<file path="src/rtl/dptr_pkg.sv">
package dptr_pkg;
  localparam int unsigned SFR_AW    = 8;
  localparam int unsigned SFR_DW    = 8;
  localparam int unsigned DPTR_BASE = 'h82;  // lo/hi pairs ascend from here
  localparam int unsigned SEL_ADDR  = 'h86;
  localparam int unsigned NUM_PTR   = 2;     // one select bit
endpackage

</file>
<file path="src/rtl/dptr_reg.sv">
module dptr_reg #(
  parameter int unsigned AW      = 8,
  parameter int unsigned DW      = 8,
  parameter int unsigned LO_ADDR = 'h82,
  parameter int unsigned HI_ADDR = 'h83,
  localparam int unsigned PW     = 2 * DW
) (
  input  logic          clk_i,
  input  logic          rst_ni,
  input  logic          active_i,
  input  logic          ld_i,
  input  logic [PW-1:0] ld_data_i,
  input  logic          inc_i,
  input  logic [AW-1:0] sfr_addr_i,
  input  logic [DW-1:0] sfr_wdata_i,
  input  logic          sfr_we_i,
  output logic [PW-1:0] q_o
);
  logic          we_lo, we_hi;
  logic [PW-1:0] op_val, nxt;

  assign we_lo = sfr_we_i && (sfr_addr_i == AW'(LO_ADDR));
  assign we_hi = sfr_we_i && (sfr_addr_i == AW'(HI_ADDR));

  // load beats increment; only the selected pointer moves
  always_comb begin
    op_val = q_o;
    if (active_i) begin
      if (ld_i)       op_val = ld_data_i;
      else if (inc_i) op_val = q_o + PW'(1);
    end
  end

  // SFR byte write beats operation on that byte
  always_comb begin
    nxt = op_val;
    if (we_lo) nxt[DW-1:0]  = sfr_wdata_i;
    if (we_hi) nxt[PW-1:DW] = sfr_wdata_i;
  end

  always_ff @(posedge clk_i or negedge rst_ni) begin
    if (!rst_ni) q_o <= '0;
    else         q_o <= nxt;
  end

  p_wrap_r6: assert property (@(posedge clk_i) disable iff (!rst_ni)
    active_i && inc_i && !ld_i && !we_lo && !we_hi && (q_o == '1) |=> q_o == '0);

  p_idle_hold_r5: assert property (@(posedge clk_i) disable iff (!rst_ni)
    !active_i && !we_lo && !we_hi |=> $stable(q_o));

  p_lo_wr_wins_r9: assert property (@(posedge clk_i) disable iff (!rst_ni)
    we_lo |=> q_o[DW-1:0] == $past(sfr_wdata_i));

  p_hi_wr_wins_r9: assert property (@(posedge clk_i) disable iff (!rst_ni)
    we_hi |=> q_o[PW-1:DW] == $past(sfr_wdata_i));

  p_load_wins_r10: assert property (@(posedge clk_i) disable iff (!rst_ni)
    active_i && ld_i && !we_lo && !we_hi |=> q_o == $past(ld_data_i));
endmodule

</file>
<file path="src/rtl/dptr_sel_reg.sv">
module dptr_sel_reg #(
  parameter int unsigned AW   = 8,
  parameter int unsigned ADDR = 'h86
) (
  input  logic          clk_i,
  input  logic          rst_ni,
  input  logic [AW-1:0] sfr_addr_i,
  input  logic          sfr_wbit_i,
  input  logic          sfr_we_i,
  input  logic          tgl_i,
  output logic          sel_o
);
  logic we_hit;
  assign we_hit = sfr_we_i && (sfr_addr_i == AW'(ADDR));

  always_ff @(posedge clk_i or negedge rst_ni) begin
    if (!rst_ni)     sel_o <= 1'b0;
    else if (we_hit) sel_o <= sfr_wbit_i;
    else if (tgl_i)  sel_o <= ~sel_o;
  end

  p_toggle_r7: assert property (@(posedge clk_i) disable iff (!rst_ni)
    tgl_i && !we_hit |=> sel_o != $past(sel_o));

  p_wr_wins_r7: assert property (@(posedge clk_i) disable iff (!rst_ni)
    we_hit |=> sel_o == $past(sfr_wbit_i));
endmodule

</file>
<file path="src/rtl/dual_ptr_unit.sv">
module dual_ptr_unit
  import dptr_pkg::*;
#(
  parameter int unsigned AW   = SFR_AW,
  parameter int unsigned DW   = SFR_DW,
  parameter int unsigned BASE = DPTR_BASE,
  parameter int unsigned SADR = SEL_ADDR,
  localparam int unsigned PW  = 2 * DW
) (
  input  logic          clk_i,
  input  logic          rst_ni,
  input  logic [AW-1:0] sfr_addr_i,
  input  logic [DW-1:0] sfr_wdata_i,
  input  logic          sfr_we_i,
  input  logic          sfr_re_i,
  output logic [DW-1:0] sfr_rdata_o,
  input  logic          op_load_i,
  input  logic [PW-1:0] op_load_data_i,
  input  logic          op_inc_i,
  input  logic          op_sel_inc_i,
  output logic [PW-1:0] dptr_o
);
  logic          sel;
  logic [PW-1:0] ptr_q [NUM_PTR];

  dptr_sel_reg #(.AW(AW), .ADDR(SADR)) i_sel (
    .clk_i      (clk_i),
    .rst_ni     (rst_ni),
    .sfr_addr_i (sfr_addr_i),
    .sfr_wbit_i (sfr_wdata_i[0]),
    .sfr_we_i   (sfr_we_i),
    .tgl_i      (op_sel_inc_i),
    .sel_o      (sel)
  );

  for (genvar g = 0; g < NUM_PTR; g++) begin : g_ptr
    dptr_reg #(
      .AW(AW), .DW(DW),
      .LO_ADDR(BASE + 2*g), .HI_ADDR(BASE + 2*g + 1)
    ) i_ptr (
      .clk_i       (clk_i),
      .rst_ni      (rst_ni),
      .active_i    (sel == 1'(g)),
      .ld_i        (op_load_i),
      .ld_data_i   (op_load_data_i),
      .inc_i       (op_inc_i),
      .sfr_addr_i  (sfr_addr_i),
      .sfr_wdata_i (sfr_wdata_i),
      .sfr_we_i    (sfr_we_i),
      .q_o         (ptr_q[g])
    );
  end

  assign dptr_o = ptr_q[sel];

  always_comb begin
    sfr_rdata_o = '0;
    if (sfr_re_i) begin
      for (int i = 0; i < NUM_PTR; i++) begin
        if (sfr_addr_i == AW'(BASE + 2*i))     sfr_rdata_o = ptr_q[i][DW-1:0];
        if (sfr_addr_i == AW'(BASE + 2*i + 1)) sfr_rdata_o = ptr_q[i][PW-1:DW];
      end
      if (sfr_addr_i == AW'(SADR)) sfr_rdata_o = DW'(sel);
    end
  end

  p_sel_upper_zero_r3: assert property (@(posedge clk_i) disable iff (!rst_ni)
    sfr_re_i && (sfr_addr_i == AW'(SADR)) |-> sfr_rdata_o[DW-1:1] == '0);

  p_idle_rd_zero_r2: assert property (@(posedge clk_i) disable iff (!rst_ni)
    !sfr_re_i |-> sfr_rdata_o == '0);
endmodule

</file>
<file path="config.mk">
export PLATFORM = sky130hd
export DESIGN_NAME = dual_ptr_unit
export DESIGN_NICKNAME = d
export VERILOG_FILES = /design/src/rtl/dptr_pkg.sv /design/src/rtl/dptr_reg.sv /design/src/rtl/dptr_sel_reg.sv /design/src/rtl/dual_ptr_unit.sv
export SDC_FILE = /design/constraint.sdc
export NUM_CORES = 1
export LEC_CHECK = 0
export BUFFER_PORTS_ARGS = -buffer_cell sky130_fd_sc_hd__buf_2
export CAP_MARGIN = 15
export CORE_MARGIN = 3
export CORE_UTILIZATION = 30
export DETAILED_ROUTE_END_ITERATION = 16
export PLACE_DENSITY = 0.47
export SKIP_CTS_REPAIR_TIMING = 1
export SLEW_MARGIN = 5
export SYNTH_ARGS = -nofsm -noshare
export SYNTH_HDL_FRONTEND = slang
export SYNTH_HIERARCHICAL = 1
export SYNTH_SLANG_ARGS = --single-unit
</file>
<file path="constraint.sdc">
create_clock -name clk_i -period 2 [get_ports clk_i]
set_input_delay 0.1 -clock clk_i [delete_from_list [all_inputs] [get_ports clk_i]]
set_output_delay 0.1 -clock clk_i [all_outputs]
set_load 0.005 [all_outputs]
</file>
[Yosys cells after proc, flatten, opt, wreduce, memory -nomap -nowiden]
Cells that the tools add are included.
Storage, ports and cells
  bits in registers: 33
  bits of input ports: 39
Cells by class
  add/sub/neg operators: 2
  $lt $le $gt $ge: 1
  equality and inequality tests: 7
  multiplexer cells: 21
  bitwise operators: 2
  reduce and logical (&&, ||, !) cells: 16
Operators with widths (number)
  16-bit 2-to-1 mux: 9
  8-bit 2-to-1 mux: 10
  8-bit equality test, second input constant: 5
  16-bit by 1-bit adder with 16-bit output, second input constant: 2
  3-bit nonzero test: 4
  2-bit AND reduction: 4
  2-bit nonzero test: 3
  1-bit logical AND: 5
  2-bit by 1-bit inequality test with 1-bit output, second input constant: 2
  2-bit greater-or-equal comparator, second input constant: 1
  1-bit 2-to-1 mux: 2
  1-bit inverter with 2-bit output: 1
  1-bit inverter: 1

[Depth between registers and ports, before layout]
Gate-level depths: netlist (run 1).
  word-level depth: 7
  gate-level depth with buffers: 8
  mapped depth without buffers: 5

[Cells and area by module]
Netlist (run 1), hierarchy kept.
Modules (own cells, without submodules)
  dptr_reg: instances 2, cells each 168, area an instance 1362.6 sq um, seq. area each 400.4 sq um
  dual_ptr_unit: instances 1, cells each 72, area an instance 574.3 sq um, seq. area each 0.0 sq um
  dptr_sel_reg: instances 1, cells each 6, area an instance 75.1 sq um, seq. area each 25.0 sq um

[Worst setup path after synthesis (run 1)]
No wires, ideal clock.
  path type: register -> register
  start: reg i_sel.sel_o
  end: reg g_ptr[0].i_ptr.q_o[1]
  arrival: 1.658 ns
  required time: 1.877 ns
  path slack: 0.218 ns
  stages on the path, launching flop included: 9
  buffers on the path: 3
  cell sequence: dfrtp_1 > buf_2 > buf_2 > inv_1 > o21ai_1 > clkbuf_1 > nor2_1 > a21oi_1 > o21ai_1
Between the ends
  longest elaborated chain between the ends: 2
Ends and longest elaborated chain
  from (decl): line dptr_sel_reg.sv:11  | output logic sel_o
  from (signal assigned): line dptr_sel_reg.sv:18  | else if (we_hit) sel_o <= sfr_wbit_i;
  from (signal assigned): line dptr_sel_reg.sv:19  | else if (tgl_i) sel_o <= ~sel_o;
  2-bit by 1-bit inequality test with 1-bit output (no line)
  2-bit AND reduction (no line)
  to (signal assigned): line dptr_reg.sv:43  | else q_o <= nxt;
  to (decl): line dptr_reg.sv:17  | output logic [PW-1:0] q_o
Every way passes these cells.
A chain may end at the register's enable or synchronous reset.

[Worst setup path after layout (run 1)]
  start: reg g_ptr[0].i_ptr.q_o[1]
  end: reg g_ptr[0].i_ptr.q_o[10]
Between the ends
  longest elaborated chain between the ends: 5
Ends and longest elaborated chain
  16-bit by 1-bit adder with 16-bit output: line dptr_reg.sv:30  | else if (inc_i) op_val = q_o + PW'(1);
  16-bit 2-to-1 mux: line dptr_reg.sv:30
  16-bit 2-to-1 mux: line dptr_reg.sv:29  | if (ld_i) op_val = ld_data_i;
  16-bit 2-to-1 mux: line dptr_reg.sv:28  | if (active_i) begin
  8-bit 2-to-1 mux: line dptr_reg.sv:38  | if (we_hi) nxt[PW-1:DW] = sfr_wdata_i;
Every way passes these cells. The select of a mux whose other input is x is not followed.

==> results of run 1 <==
[layout make-up]
| type | instances | area [sq um] | share of cell area [%] |
|---|---|---|---|
| multi-input cells | 341 | 2367 | 58.14 |
| flip-flops and latches | 33 | 827.0 | 20.31 |
| clock buffers | 7 | 142.6 | 3.503 |
| repair buffers | 87 | 510.5 | 12.54 |
| inverters | 13 | 48.80 | 1.199 |
| well taps | 140 | 175.2 | 4.302 |
[cells in the mapped netlist, types with 10 or more instances]
cell type	count	share of area [%]
buf_2	13	1.9
o21ai_0	18	2.7
inv_1	13	1.4
mux2_2	19	6.3
dfrtp_1	33	24
a21oi_1	12	1.8
nand4_1	10	1.9
a211oi_1	12	2.7
mux2i_1	16	4.7
o22a_1	11	2.9
nand2_1	40	4.4
clkbuf_1	10	1.1
nor2_1	30	3.3
nor3_1	10	1.5
o21a_1	10	2.2
nand3_1	17	2.5
o31ai_1	12	2.7
[cell usage in the layout (no fill, tap or decap), types with 10 or more instances in the layout]
cell type and instances:
a211oi_1 12, mux2i_1 16, nand3_1 17, nand4_1 10
nand2_1 40, o22a_1 11, nor2_1 30, o31ai_1 12
a21oi_1 12, inv_1 13, nor3_1 10, buf_4 24
o21a_1 10, dfrtp_1 32, mux2_2 19, buf_2 62
o21ai_0 18
[cell families after synthesis]
family / count (synthesis)
simple gates: 163
flops: 33
fa+ha+maj: 2
mux: 39
xor+xnor: 7
compound gates: 130
buf+inv: 40
[per-layer routing]
| metal | routed length [um] | up-vias | track usage [%] |
|---|---|---|---|
| li1 | - | 1733 | - |
| met1 | 6439 | 1808 | 33.11 |
| met2 | 5737 | 212 | 31.22 |
| met3 | 1109 | 20 | 3.288 |
| met4 | 293 | 0 | 6.330 |
| met5 | 0 | - | 0 |
[critical path: stages (launching register included)]
cell and delay (ns):
dfrtp_1 0.43, ha_1 0.32, nand4_1 0.18, or4_1 0.43
a32oi_1 0.24, a21oi_1 0.09
[power groups by stage]
stage	registers, mW	clock network, mW	logic, mW
final	1.69	0.796	2.87
after global routing	1.75	0.838	3.15
after CTS	1.67	0.810	2.85
after detailed placement	1.68	0	2.83
after global placement	1.67	0	2.84
after floorplan	1.42	0	1.82
[flip-flops by register name, indices dropped and copies added, names as in the netlist]
name,cells
g_ptr.i_ptr/q_o,32
i_sel/sel_o,1
[path summary, 6_finish.rpt]
kind	end	cells after the start	start	slack (ns)
worst min-delay path	g_ptr[0].i_ptr/q_o[14]$_DFFE_PN0P_	1	rst_ni	-0.08
worst min register to register	g_ptr[0].i_ptr/q_o[15]$_DFFE_PN0P_	2	g_ptr[0].i_ptr/q_o[15]$_DFFE_PN0P_	0.65
worst max register to register	g_ptr[0].i_ptr/q_o[10]$_DFFE_PN0P_	5	g_ptr[0].i_ptr/q_o[1]$_DFFE_PN0P_	0.19
min in group clk_i	g_ptr[1].i_ptr/q_o[1]$_DFFE_PN0P_	3	sfr_wdata_i[1]	0.10
worst max-delay path	g_ptr[0].i_ptr/q_o[10]$_DFFE_PN0P_	5	g_ptr[0].i_ptr/q_o[1]$_DFFE_PN0P_	0.19
max in group asynchronous	i_sel/sel_o$_DFFE_PN0P_	1	rst_ni	1.46
==> metrics, run 1 <==
status=complete, but fails checks; violated checks=hold timing; # nets final=522; Setup TNS=0 ns; worst path arrival time=1.97 ns; DRC=0; Placement Rows=38; Setup Skew=0.004354 ns; P per Cell Area=1316 nW/um^2; DRT Pass-1 Iters=5; clock tree sinks=33; root buf cell=clkbuf_16; clock share of power=14.9%; switching power=2.501 mW; number of global-route vias before repair=3486; CTS Buffer Depth=2; DRT iter0 DRCs=364; CTS buffer count=5; Slew headroom=41.48%; RSZ-0062 raised after global routing=false; area growth from synthesis to final layout=20.65%; switch share=46.69%; clock-pin slew on the worst setup and hold paths=0.06 ns; Gate power share=53.6%; GP Congestion=0.9139; register area share after synthesis=24.47%; number of synthesized flops with an enable pin=0; Seq pwr share=31.6%; placed cells=614; Final Power=5.358 mW; initial antenna violation count=0; Synth Area in Adders=0.7416%; Synth Area in Simple Gates=28.14%; max-slew violations=0; Max Clk Rate=552.4 MHz; multiplexer share of the synthesized area=12.42%; Synth Area in XOR/XNOR=1.817%; Async S/R FF share, synth=100.0%; Compound-Gate Fraction of Synth Area=27.03%; final hold slack=-0.07652 ns; Overall Global Routing Usage=21.60%; hpwl dp=10.24 mm; post-layout util=37.23%; core footprint=10940 sq um; Worst Setup Start Kind=flop; Post-Syn Instances=414; Clk Latency, worst-skew pair=0.28 ns; Worst Path Required=2.16 ns; Initial Util=30.86%; FILL cells=1179; post-DR wirelength/cell=21.87 um; VDD IR max=520.3 uV; TritonCTS clock tree=done; max-cap violations=0; Slew @ Worst Pin=0.8777 ns; Fin. Hold Viols=33; number of I/O port buffers=62; Synth Cell Area=3374 sq um; worst setup path category=flop to flop; Mean Syn Cell Area=8.151 sq um; DRT Wirelength=13.58 mm; final std cells w/o fill=621; top_reg_cell synth=dfrtp_1; Vias/cell=6.076; Final Worst Setup Slack=0.1897 ns; Die Y=112.1 um; Synth Register Bits=33; global-route wire length before repair=21.05 mm; Final Cycle Share=90.52%; largest net degree at the start of global routing=34; layout cells sized above 1=27.03%; crit path max fanout=6; Die Width=112.1 um; grt total ovfl=0; Finish-stage setup viols=0; post-route ant nets=0; Leakage=1.650 nW; Final Critical Period=1.810 ns; design area=4071 sq um; Netlist cell types=54; Hold Path Class=input pin to asynchronous set/reset pin; DR vias=3773; diode count=0; placed cell area=3928 sq um; Place WS=0.2100 ns; H-Tree Depth=2; total I/O pin count=63; Critical Path End Type=flop; full die area=12560 sq um; Synth Warn #=6; Net Count, Synth=455; Int Pwr=2.856 mW; main combinational cell family by area after synthesis=simple AND/OR/NAND/NOR gates
No activity file was read; power rests on OpenSTA's default activity.
==> run 2, diff against run 1 <==
PLACE_DENSITY = 0.46   (was 0.47)
==> run 2 against run 1 <==
Against the previous run: the run now ends clean; core utilization about the same; design area about the same; non-clock buffer count up 2; die area unchanged; clock skew up 0.00055 ns; first-iteration DRC count up 56%; wire length up 5.2%; worst setup slack worse by 0.062 ns; clock-buffer cell count unchanged; fmax down 3.3%; sequential share of layout area about the same; combinational power about the same.
==> metrics, run 2 (same netlist as run 1, synthesis figures left out) <==
status=complete, no violations; TritonCTS clock tree=done; CTS Buffer Depth=2; FF-to-FF setup slack=0.13 ns; area growth from synthesis to final layout=20.76%; grt total ovfl=0; post-route ant nets=0; # nets final=524; Setup Skew=0.004904 ns; Worst Path Required=2.16 ns; max reg flops=32; crit path max fanout=6; post-DR wirelength/cell=22.93 um; worst setup path category=flop to flop; Worst R2R Start=g_ptr[0].i_ptr/q_o[1]$_DFFE_PN0P_; Setup TNS=0 ns; clock tree sinks=33; DRT Pass-1 Iters=6; met1 wire length=6.909 mm; Overall Global Routing Usage=22.29%; area of the multi-input gates=2367 sq um; Leakage=1.655 nW; Slew @ Worst Pin=0.6397 ns; DR vias=3789; full die area=12560 sq um; FF-to-FF path depth=5; Top reg by flops=g_ptr.i_ptr/q_o; r2r endpoint=g_ptr[0].i_ptr/q_o[10]$_DFFE_PN0P_; WL met2=6.012 mm; Hold Crit Start=sfr_wdata_i[1]; Max Clk Rate=534.2 MHz; worst path arrival time=2.03 ns; crit-path cells=ha_1, nand4_1, or4_1, a32oi_1, a21oi_1; number of I/O port buffers=62; Hold Crit Endpoint=g_ptr[0].i_ptr/q_o[1]$_DFFE_PN0P_; CTS buffer count=5; commonest cells after routing, fill and taps aside=buf_2 (62), nand2_1 (40), dfrtp_1 (33); core footprint=10940 sq um; largest net degree at the start of global routing=34; Clk Latency, worst-skew pair=0.28 ns; total I/O pin count=63; Final Power=5.356 mW; Worst Setup Start Kind=flop; WL met3=1.032 mm; DRT Wirelength=14.28 mm; H-Tree Depth=2; Hold Path Cell Cnt=3; P per Cell Area=1314 nW/um^2; max layer used=met4; Placement Rows=38; Final Critical Period=1.872 ns; global-route wire length before repair=21.73 mm; Initial Util=30.86%; clock-pin slew on the worst setup and hold paths=0.06 ns; Max stage delay cell, worst path=dfrtp_1; Reg area=825.8 sq um; Top Registers=g_ptr.i_ptr/q_o x32, i_sel/sel_o x1; CP bufs+invs=0; Slowest Stage Delay on Critical Path=0.47 ns; number of global-route vias before repair=3444; Critical Path End Type=flop; FILL cells=1159; max-cap violations=0; DRT iter0 DRCs=567; Fin. Hold Viols=0; max-slew violations=0; Final Cycle Share=93.59%; VDD IR max=708.7 uV; DRC=0; RSZ-0062 raised after global routing=false; initial antenna violation count=0; Finish-stage setup viols=0; delay-heaviest family, CP=simple AND/OR/NAND/NOR gates; GP Congestion=0.8824; hpwl dp=10.67 mm; root buf cell=clkbuf_16; Hold Path Class=input pin to flop; Die Y=112.1 um; Slew headroom=57.35%; Vias/cell=6.082; Die Width=112.1 um; layout cells sized above 1=26.92%; most common cell after layout, fill and taps aside=buf_2; diode count=0
## run 2: cell types whose count changed in the layout (fill, tap and decap cells not counted)
| cell | previous run | this run |
|---|---|---|
| buf_12 | 1 | 0 |
| dfrtp_1 | 32 | 33 |
| dfrtp_2 | 1 | 0 |
| dlygate4sd3_1 | 0 | 1 |
| buf_4 | 24 | 26 |
## run 2: worst max path at each step
stage / from / end / slack [ns] / depth (start not counted)
finish: g_ptr[0].i_ptr/q_o[1]$_DFFE_PN0P_ / g_ptr[0].i_ptr/q_o[10]$_DFFE_PN0P_ / 0.13 / 5
global route: g_ptr[0].i_ptr/q_o[1]$_DFFE_PN0P_ / g_ptr[0].i_ptr/q_o[10]$_DFFE_PN0P_ / 0.06 / 5
CTS: g_ptr[0].i_ptr/q_o[1]$_DFFE_PN0P_ / g_ptr[0].i_ptr/q_o[10]$_DFFE_PN0P_ / 0.18 / 5
detailed placement: g_ptr[0].i_ptr/q_o[1]$_DFFE_PN0P_ / g_ptr[0].i_ptr/q_o[10]$_DFFE_PN0P_ / 0.19 / 5
global placement: g_ptr[0].i_ptr/q_o[3]$_DFFE_PN0P_ / g_ptr[0].i_ptr/q_o[13]$_DFFE_PN0P_ / 0.23 / 4
floorplan: i_sel/sel_o$_DFFE_PN0P_ / g_ptr[0].i_ptr/q_o[1]$_DFFE_PN0P_ / 0.22 / 8
## run 2: report_power, final
part / internal, mW / leakage [nW] / switching, mW
clock network: 0.490 / 0.0700 / 0.306
registers: 0.992 / 0.405 / 0.702
logic: 1.34 / 1.18 / 1.52
total: 2.83 / 1.66 / 2.53
## run 2: final cells by class
class | instances | share of cell area [%]
Timing Repair Buffer | 89 | 12.65
Inverter | 13 | 1.197
Sequential cell | 33 | 20.26
Multi-Input combinational cell | 341 | 58.09
Tap cell | 140 | 4.298
Clock buffer | 7 | 3.500
## run 2: tightest hold or removal path: stages
cell	delay (ns)
buf_2	0.14
nand2_1	0.06
o21ai_1	0.05
## run 2: per-layer routing
| metal | vias to the layer above | track usage [%] |
|---|---|---|
| li1 | 1736 | - |
| met1 | 1843 | 34.66 |
| met2 | 187 | 32.69 |
| met3 | 23 | 2.857 |
| met4 | 0 | 5.208 |
| met5 | - | 0 |
## run 2: per-stage QoR
step | hold slack [ns] | instance area, sq um | cells | util, % | setup WS, ns
final | 0.1203 | 4075 | 623 | 37.27 | 0.1281
after global routing | 0.1345 | 4075 | 623 | 37.27 | 0.06217
after CTS | -0.1019 | 4065 | 622 | 37.17 | 0.1812
after detailed placement | 0.1933 | 3923 | 615 | 35.87 | 0.1947
after global placement | 0.1942 | 3923 | 615 | 35.87 | 0.2332
after floorplan | -0.1956 | 3374 | 414 | - | 0.2184
==> run 3, diff against run 2 <==
clock period = 1.9 ns   (was 2 ns; I/O delays follow)
==> run 3 against run 2 <==
Against the previous run: sequential share of layout area fell by 0.37 points; wire length fell by 0.75%; critical path depth fell by 1; clock-buffer cell count fell by 1; worst setup slack got worse by 0.051 ns; register-to-register slack improved by 0.05 ns; hold slack got worse by 0.0081 ns; first-iteration DRC count fell by 41%; die area did not move; combinational power rose by 8.4%; highest routed layer unchanged; clock skew rose by 0.0039 ns.
==> metrics, run 3 (same netlist as run 1, synthesis figures left out) <==
Placement Rows=38; FF-to-FF path depth=4; CTS buffer count=5; # nets final=532; full die area=12560 sq um; clock-pin slew on the worst setup and hold paths=0.06 ns; delay-heaviest family, CP=compound AO/OA/AOI/OAI gates; diode count=0; Top Registers=g_ptr.i_ptr/q_o x32, i_sel/sel_o x1; number of global-route vias before repair=3365; Setup TNS=0 ns; Slew headroom=57.53%; CP bufs+invs=1; Clk Latency, worst-skew pair=0.29 ns; Max stage delay cell, worst path=dfrtp_1; Hold Path Class=input pin to flop; Hold Path Cell Cnt=3; DRT iter0 DRCs=332; switch share=47.00%; DRT Wirelength=14.18 mm; Fin. Hold Viols=0; layout cells sized above 1=28.46%; FILL cells=1175; largest net degree at the start of global routing=34; Seq pwr share=30.9%; clock tree sinks=33; Worst Setup Start Kind=flop; clock share of power=14.4%; Place WS=0.09189 ns; core footprint=10940 sq um; global-route wire length before repair=21.12 mm; Int Pwr=3.017 mW; DRC=0; Initial Util=30.86%; crit path max fanout=9; Setup Skew=0.008810 ns; max-cap violations=0; Final Cycle Share=95.92%; Slew @ Worst Pin=0.6370 ns; Vias/cell=5.953; worst path arrival time=1.73 ns; max-slew violations=0; root buf cell=clkbuf_16; placed cells=623; max reg flops=32; TritonCTS clock tree=done; Hold Crit Endpoint=g_ptr[1].i_ptr/q_o[3]$_DFFE_PN0P_; number of I/O port buffers=62; RSZ-0062 raised after global routing=false; Slowest Stage Delay on Critical Path=0.53 ns; VDD IR max=454.7 uV; Gate power share=54.7%; post-route ant nets=0; Worst Path Required=1.80 ns; DRT Pass-1 Iters=5; Worst R2R Start=g_ptr[0].i_ptr/q_o[3]$_DFFE_PN0P_; FF-to-FF setup slack=0.18 ns; Top reg by flops=g_ptr.i_ptr/q_o; Hold Crit Start=sfr_wdata_i[3]; Overall Global Routing Usage=21.71%; Final Critical Period=1.822 ns; Max Clk Rate=548.7 MHz; DR vias=3762; area growth from synthesis to final layout=22.99%; Final Worst Setup Slack=0.07760 ns; commonest cells after routing, fill and taps aside=buf_2 (62), nand2_1 (40), buf_4 (33), dfrtp_1 (33), nor2_1 (30); total I/O pin count=63; Die Width=112.1 um; Leakage=1.699 nW; final std cells w/o fill=632; initial antenna violation count=0; r2r endpoint=g_ptr[0].i_ptr/q_o[13]$_DFFE_PN0P_; CTS Buffer Depth=2; GP Congestion=0.8919; status=complete, no violations; Finish-stage setup viols=0; worst setup path category=flop to output port; H-Tree Depth=2; most common cell after layout, fill and taps aside=buf_2; hpwl dp=10.47 mm; Critical Path End Type=output port; switching power=2.676 mW; P per Cell Area=1372 nW/um^2; post-DR wirelength/cell=22.43 um; Die Y=112.1 um; grt total ovfl=0; crit-path cells=mux2i_1, o22a_1, a211oi_1, buf_2
run 3: power by group through the flow:
stage          Clock [mW]  Sequential [mW]  Combinational, mW
2_1_floorplan           0             1.49               1.92
3_3_place_gp            0             1.74               3.06
3_5_place_dp            0             1.74               3.06
4_1_cts             0.829             1.73               3.08
5_1_grt             0.855             1.81               3.40
6_report            0.821             1.76               3.11
run 3: worst max-delay path by stage:
stage                                 startpoint                                  to  slack [ns]  depth (start not counted)
2_1_floorplan            i_sel/sel_o$_DFFE_PN0P_   g_ptr[0].i_ptr/q_o[1]$_DFFE_PN0P_        0.12                          8
3_3_place_gp   g_ptr[1].i_ptr/q_o[6]$_DFFE_PN0P_  g_ptr[1].i_ptr/q_o[13]$_DFFE_PN0P_        0.09                          4
3_5_place_dp   g_ptr[1].i_ptr/q_o[4]$_DFFE_PN0P_  g_ptr[1].i_ptr/q_o[13]$_DFFE_PN0P_        0.09                          4
4_1_cts        g_ptr[1].i_ptr/q_o[4]$_DFFE_PN0P_  g_ptr[1].i_ptr/q_o[13]$_DFFE_PN0P_        0.09                          4
5_1_grt        g_ptr[1].i_ptr/q_o[2]$_DFFE_PN0P_                      sfr_rdata_o[2]        0.04                          4
6_report       g_ptr[0].i_ptr/q_o[3]$_DFFE_PN0P_                      sfr_rdata_o[3]        0.08                          4
run 3: tightest hold or removal path, cell delays in order:
cell,delay (ns)
buf_2,0.15
nand2_1,0.06
o21ai_1,0.05
run 3: metal layers:
metal / vias up / wire length, um / global-route usage (%)
met1: 1817 / 6765 / 33.91
met4: 0 / 308 / 6.010
met3: 16 / 1121 / 3.073
li1: 1745 / - / -
met2: 184 / 5981 / 30.98
met5: - / 0 / 0
run 3: through the flow:
| stage | total power, mW | utilization (%) | cell area [sq um] | hold slack [ns] |
|---|---|---|---|---|
| 6_report | 5.693 | 37.95 | 4150 | 0.1122 |
| 3_3_place_gp | 4.794 | 36.53 | 3995 | 0.1888 |
| 2_1_floorplan | 3.410 | - | 3374 | -0.2006 |
| 4_1_cts | 5.635 | 37.80 | 4134 | -0.1113 |
| 5_1_grt | 6.063 | 37.95 | 4150 | 0.1219 |
| 3_5_place_dp | 4.798 | 36.53 | 3995 | 0.1899 |
run 3: layout make-up:
class / instances / area (sq um) / share of cell area, %
clock buffers: 6 / 128.9 / 3.105
clock inverters: 2 / 10.01 / 0.2412
inverters: 13 / 48.80 / 1.176
multi-input cells: 341 / 2374 / 57.19
flip-flops and latches: 33 / 825.8 / 19.90
well taps: 140 / 175.2 / 4.221
repair buffers: 97 / 588.1 / 14.17
